[src/rtl/msg_channel.sv]
module msg_channel #(
  parameter int LEN_W = 5
) (
  input  logic             clk,
  input  logic             rst_n,
  input  logic             host_wr,
  input  logic [2:0]       host_addr,
  input  logic [7:0]       host_wdata,
  output logic [7:0]       host_rdata,
  input  logic [11:0]      frame_id,
  input  logic [LEN_W-1:0] frame_nbytes,
  input  logic             frame_is_tx,
  input  logic             frame_eof,
  input  logic             frame_err,
  input  logic             retry_out,
  output logic             match,
  output logic             abort_req
);
  localparam logic [2:0] A_STAT = 3'd0, A_LEN = 3'd1, A_IDH = 3'd2,
                         A_IDL = 3'd3, A_MSKH = 3'd4, A_MSKL = 3'd5;

  logic [11:0]      ident, mask;
  logic [LEN_W-1:0] len_code;
  logic             st_rx, st_tx, st_err;

  wire wr_stat  = host_wr && host_addr == A_STAT;
  wire id_hit   = ((frame_id ^ ident) & mask) == 12'd0;
  wire linked   = len_code == '0;
  wire len_ok   = frame_nbytes == LEN_W'(len_code - 1'b1);
  wire rx_cand  = !frame_is_tx && id_hit && !st_rx && !linked;

  wire accept   = frame_eof && !frame_err && rx_cand && len_ok;
  wire len_bad  = frame_eof && rx_cand && !len_ok;
  wire set_rx   = accept;
  wire set_tx   = (frame_eof && !frame_err && frame_is_tx) || retry_out;
  wire set_err  = (frame_err && (frame_is_tx || rx_cand)) || len_bad;

  always_ff @(posedge clk or negedge rst_n) begin
    if (!rst_n) begin
      ident    <= '0;
      mask     <= '1;
      len_code <= '0;
    end else if (host_wr) begin
      case (host_addr)
        A_LEN:  len_code    <= host_wdata[LEN_W-1:0];
        A_IDH:  ident[11:4] <= host_wdata;
        A_IDL:  ident[3:0]  <= host_wdata[7:4];
        A_MSKH: mask[11:4]  <= host_wdata;
        A_MSKL: mask[3:0]   <= host_wdata[7:4];
        default: ;
      endcase
    end
  end

  always_ff @(posedge clk or negedge rst_n) begin
    if (!rst_n) begin
      st_rx     <= 1'b0;
      st_tx     <= 1'b0;
      st_err    <= 1'b0;
      match     <= 1'b0;
      abort_req <= 1'b0;
    end else begin
      st_rx     <= set_rx  | (st_rx  & ~(wr_stat & ~host_wdata[0]));
      st_tx     <= set_tx  | (st_tx  & ~(wr_stat & ~host_wdata[1]));
      st_err    <= set_err | (wr_stat ? host_wdata[2] : st_err);
      match     <= accept;
      abort_req <= wr_stat && host_wdata[2];
    end
  end

  always_comb begin
    case (host_addr)
      A_STAT:  host_rdata = {5'd0, st_err, st_tx, st_rx};
      A_LEN:   host_rdata = 8'(len_code);
      A_IDH:   host_rdata = ident[11:4];
      A_IDL:   host_rdata = {ident[3:0], 4'd0};
      A_MSKH:  host_rdata = mask[11:4];
      A_MSKL:  host_rdata = {mask[3:0], 4'd0};
      default: host_rdata = 8'd0;
    endcase
  end

  assert_mask_low_nibble_R1: assert property (@(posedge clk) disable iff (!rst_n)
    host_addr == A_MSKL |-> host_rdata[3:0] == 4'd0);

  assert_match_with_rx_R5: assert property (@(posedge clk) disable iff (!rst_n)
    match |-> st_rx);

  assert_match_one_cycle_R5: assert property (@(posedge clk) disable iff (!rst_n)
    match |=> !match || $past(frame_eof));

  assert_rx_rise_cause_R5: assert property (@(posedge clk) disable iff (!rst_n)
    $rose(st_rx) |-> $past(frame_eof && !frame_err && !frame_is_tx));

  assert_tx_rise_cause_R6: assert property (@(posedge clk) disable iff (!rst_n)
    $rose(st_tx) |-> $past((frame_eof && !frame_err && frame_is_tx) || retry_out));

  assert_err_clear_by_host_R7: assert property (@(posedge clk) disable iff (!rst_n)
    $fell(st_err) |-> $past(host_wr && host_addr == A_STAT && !host_wdata[2]));

  assert_abort_sets_err_R9: assert property (@(posedge clk) disable iff (!rst_n)
    abort_req |-> st_err);
endmodule

[config.mk]
export PLATFORM = sky130hd
export DESIGN_NAME = msg_channel
export DESIGN_NICKNAME = d
export VERILOG_FILES = /design/src/rtl/msg_channel.sv
export SDC_FILE = /design/constraint.sdc
export NUM_CORES = 1
export LEC_CHECK = 0
export BUFFER_PORTS_ARGS = -buffer_cell sky130_fd_sc_hd__buf_2
export CAP_MARGIN = 15
export CORE_ASPECT_RATIO = 1.75
export CORE_MARGIN = 5
export CORE_UTILIZATION = 30
export DETAILED_ROUTE_END_ITERATION = 6
export MAX_ROUTING_LAYER = met4
export SLEW_MARGIN = 20
export SYNTH_ARGS = -nofsm -noshare
export SYNTH_HDL_FRONTEND = slang
export SYNTH_SLANG_ARGS = --single-unit
[constraint.sdc]
create_clock -name clk -period 4.3 [get_ports clk]
set_input_delay 0 -clock clk [delete_from_list [all_inputs] [get_ports clk]]
set_output_delay 0 -clock clk [all_outputs]
set_load 0.02 [all_outputs]
# --- Word-level counts from Yosys, hierarchy flattened ---
# Cells that the tools add are included.
classes:
  bitwise: 13
  n_mux: 2
  n_eq_ne: 6
  n_addsub: 1
  reduce_logical: 28
op_table:
  columns: ["op", "count"]
  rows:
  - ["8-bit one-hot mux with 6 select lines", 1]
  - ["12-bit AND", 1]
  - ["1-bit logical AND", 12]
  - ["12-bit logical NOT", 1]
  - ["12-bit bitwise XOR", 1]
  - ["2-bit AND reduction", 5]
  - ["3-bit by 2-bit == test with 1-bit output, second input constant", 2]
  - ["3-bit == test, second input constant", 2]
  - ["5-bit == test", 1]
  - ["1-bit logical NOT", 5]
  - ["5-bit logical NOT", 1]
  - ["5-bit by 1-bit subtractor with 5-bit output, second input constant", 1]
  - ["1-bit AND", 4]
  - ["1-bit inverter", 4]
  - ["3-bit by 1-bit == test with 1-bit output, second input constant", 1]
  - ["3-bit logical NOT", 1]
  - ["1-bit logical OR", 3]
  - ["1-bit OR", 3]
  - ["1-bit two-way mux", 1]
word_totals:
  input_bits: 35
  reg_bits: 34
  wordCells: 60
  out_inout_bits: 10

# --- Depth between registers and ports, before layout ---
logic_depth:
  depth_word: 10
  ltp_mapped: 7
  depth_no_buf: 7

# --- Worst setup path after synthesis ---
# OpenSTA, ideal clock, no wires.
synth_timing:
  path_type: "reg-to-reg"
  start: "register len_code[0]"
  end: "register st_err"
  t_arrival_ns: 1.697
  path_stages_with_launch: 8
  required_ns: 4.182
  setup_slack_ns: 2.485
  setup_ns: 0.118
  cell_sequence: "dfrtp_1 -> inv_1 -> ha_1 -> nor2b_1 -> or3_1 -> a311oi_1 -> o21bai_1 -> a21o_1"
synth_between:
  elab_chain_len: 7
  word_cells_on_any_way: 12
synth_rtl:
  columns: ["element", "line_no", "rtl"]
  rows:
  - ["start: declaration", "23", "logic [LEN_W-1:0] len_code;"]
  - ["start signal: assignment", "45", "A_LEN: len_code <= host_wdata[LEN_W-1:0];"]
  - ["parallel branches: the longest is 5 deep, another holds 5-bit by 1-bit subtractor with 5-bit output", null, null]
  - ["1-bit logical OR (*)", "36", "wire set_err = (frame_err && (frame_is_tx || rx_cand)) || len_bad;"]
  - ["1-bit OR (*)", "65", "st_err <= set_err | (wr_stat ? host_wdata[2] : st_err);"]
  - ["end signal: assignment", "65", null]
  - ["end: declaration", "24", "logic st_rx, st_tx, st_err;"]
# Mark *: on every way between the ends.
# A chain may end at the register's enable or synchronous reset.

# --- Worst setup path in the final report ---
layout_timing:
  start: "register len_code[0]"
  end: "register st_rx"
layout_between:
  elab_chain_len: 6
  word_cells_on_any_way: 8
layout_rtl:
  columns: ["element", "line_no", "rtl"]
  rows:
  - ["parallel branches: the longest is 4 deep, another holds 5-bit by 1-bit subtractor with 5-bit output", null, null]
  - ["1-bit logical AND (*)", "32", "wire accept = frame_eof && !frame_err && rx_cand && len_ok;"]
  - ["1-bit OR (*)", "63", "st_rx <= set_rx | (st_rx & ~(wr_stat & ~host_wdata[0]));"]
  - ["end signal: assignment", "63", null]
  - ["end: declaration", "24", null]
# Marked as above.

==> results summary <==
The critical path data required time came out at around 4500 ps. The routed design could run at a clock period as short as just over 2000 ps. The count of nets left with antenna violations once routing finished came out at 0.

Across the run, the number of max-cap violations was 0. The largest voltage drop on the vdd net is between 200 and 250 µV. The synthesized area is approximately 1900 µm². Input and output buffers added on the ports amount to 44. The overall power came out at between 0.0009 and 0.001 W. The sort of element at the end of the critical path is a flip-flop. The initial antenna violation count is 0. The maximum frequency from static timing analysis is between 400 and 500 MHz. For this run, the number of Yosys warnings is 0. After synthesis, the mean cell area works out to ~11 µm². The detailed router placed around 1500 vias in this run.

The first detailed-routing pass took 4 iterations. STA puts the critical path data arrival time at around 2200 ps. The number of buffers on the longest clock path is 2. The final count of hold timing violations is 0. The number of vias per cell is just under 5. The maximum number of pins on one net before global-route repair came out at 35.

The final non-filler cell total is around 300. The flow ran to the end, and the final reports show no timing, DRC or antenna violations. The die footprint came out at roughly 8100 µm². Cells with a size suffix above 1 make up a little over two fifths of the layout. The tree is rooted in a clkbuf_8.

The number of nets handed over by synthesis was 206. The max-slew violation count came out at 0. The total congestion overflow is 0.

Setup repair after global routing left no endpoint under its margin. The type of origin of the critical path is a flip-flop. The layout has around 660 filler cells. The clock tree from TritonCTS is built. The worst-case hold slack came out at roughly 7.7 ps. The via count of the first global-routing pass came out at 1589. The post-route clock period utilization is 47.2%.

The worst slew slack as a fraction of its limit is about half. The placeable core region came out at 6180 µm². The type of the setup path with the least slack is reg -> reg.

The area growth from synthesis to layout is 24.1%. In the synthesized netlist the dominant register cell turns out to be dfrtp_1. The worst hold path class is in -> reg. 0 antenna diodes ended up in the layout.

At the later pin of the worst-skew pair, clock insertion delay measures between 200 and 300 ps. The clock slew seen by the registers of the worst setup and hold paths came out at ~70 ps. The sequential cell area fraction in the yosys report is between 40% and 50%. In the synthesized netlist, the number of instances is 170. The initial core utilization came out at a little under a third. Counting distinct cell types in the post-synthesis netlist gives 38. The number of resized instances in the post-cts repair step is 0. The final layout contains routed wiring with a total length of slightly below 5000 µm. In the routed design, unresolved DRC markers number 0. The detailed placer's ending HPWL is 3940 µm. The level count of the clock H-tree came out at 2. The power density over cell area came out at 419 nW/µm².

Global routing used a little over an eighth of the available tracks. The cell leakage power is just over 1 nW. The number of synthesized flops with an enable pin is 0. The DRC violation total after the first TritonRoute iteration is 84. At the end of routability-driven placement, the weighted congestion stood at 0.870. The wire length of the first global-routing pass is 7940 µm. The worst-margin pin slew came out at around 760 ps. The setup TNS came out at 0 ps. Cells fill between 30% and 40% of the core in the end. After synthesis, the share of flip-flops with an asynchronous set or reset is 100%. The clock sink count came out at 34. The final net count came out at approximately 260.

Setup violations remaining at the end of the flow were counted as 0. After detailed routing, the average wire length per cell comes to ~16 µm. The number of placed cells counting well taps is around 290. The number of clock buffers inserted by TritonCTS is 5.

The floorplan row count is 38. During I/O placement, the number of pins put on the boundary was 45. The number of synthesized register bits is 34. The setup skew after layout is between 4 and 5 ps. The floorplan step set the die width to 70.1 µm. The height of the die is between 100 and 150 µm. The largest fanout on the critical path came out at 4.
==> cell usage in the layout (no fill, tap or decap), types with 2 or more instances in the layout <==
cell type      instances
nor2b_1                6
nand3_1                2
dfstp_2               12
a21oi_1                7
nand2_1                9
nor2_1                 9
clkbuf_8               8
xor2_1                14
o22ai_1                2
mux2_2                27
inv_1                  3
dlygate4sd3_1          5
o21ai_0                8
dfrtp_1               22
xnor2_1                3
mux2i_1                8
nand2b_1               3
a22oi_1                8
buf_2                 44
a221oi_1               2
==> synthesized netlist by cell type, drive strengths merged, types with 2 or more instances <==
cell type	count	area (µm²)
inv	3	11.3
clkbuf	5	18.8
mux2i	8	80.1
mux2	27	304
o22ai	2	12.5
xor2	14	123
a22oi	8	60.1
and3	2	13.8
o21ai	8	40.0
nand3	2	10.0
dfstp	12	315
nand2b	3	18.8
dfrtp	22	551
nor2	10	40.0
a221oi	2	17.5
nand2	9	33.8
a21oi	7	35.0
xnor2	3	26.3
nor2b	6	37.5
==> per-layer routing <==
| metal | global-route usage (%) | share of wire [%] | up-vias | routed length, µm |
|---|---|---|---|---|
| met2 | 25.1 | 57 | 32 | 2830 |
| met1 | 12.9 | 37 | 718 | 1850 |
| met4 | 6.27 | 3.0 | 0 | 147 |
| li1 | - | - | 714 | - |
| met3 | 1.84 | 2.2 | 12 | 111 |
| met5 | - | 0 | - | 0 |
==> power by group <==
| group | internal (W) | switching [W] | total (W) |
|---|---|---|---|
| Sequential | 0.000401 | 0.0000554 | 0.000456 |
| Clock | 0.000162 | 0.000116 | 0.000278 |
| Combinational | 0.000130 | 0.000122 | 0.000252 |
==> registers in the layout, summed over array words and instances (netlist names) <==
register,flops
ident,12
mask,12
len_code,5
abort_req,1
match,1
st_err,1
st_rx,1
st_tx,1
==> final timing paths <==
path                                    start        end  slack (ps)  depth (start not counted)
min in group asynchronous               rst_n   ident[7]         330                          2
worst min-delay path            host_wdata[5]    mask[9]           8                          2
worst min register to register          st_tx      st_tx         520                          2
max in group asynchronous               rst_n  ident[11]        3490                          2
worst max-delay path              len_code[0]      st_rx        2270                          7
worst max register to register    len_code[0]      st_rx        2270                          7
==> kinds of logic after synthesis <==
kind of cell / share of synthesized area [%]
fa+ha+maj: 0.660
simple gates: 11.3
flops: 45.6
compound gates: 12.4
xor+xnor: 7.85
buf+inv: 1.85
mux: 20.3
==> metrics by stage <==
stage                     worst slack [ps]  cell area (µm²)
after global routing                  2140             2350
after CTS                             2240             2350
after floorplan                       2480             1900
final                                 2270             2350
after detailed placement              2260             2190
after global placement                2290             2190
==> final cells by class <==
| type | instances | area (µm²) | area share (%) |
|---|---|---|---|
| inverters | 3 | 11.3 | 0.478 |
| flip-flops and latches | 34 | 866 | 36.8 |
| multi-input cells | 127 | 996 | 42.3 |
| well taps | 80 | 100 | 4.25 |
| clock buffers | 8 | 110 | 4.68 |
| repair buffers | 49 | 270 | 11.5 |
==> worst max-delay path: stages, from the launching register on <==
cell and delay [ps]:
dfrtp_1 380, inv_1 80, ha_1 230, nor2b_1 160, or3_1 340, a311oi_1 450, nand2_1 120, o31ai_2 180
==> timing repair <==
item | in CTS | in global routing
setup endpoints to repair | 0 | 0
endpoints found under the hold margin | 30 | 0
setup buffers | 0 | 0
hold buffers | 5 | 0
(Power assumes the default switching activity.)
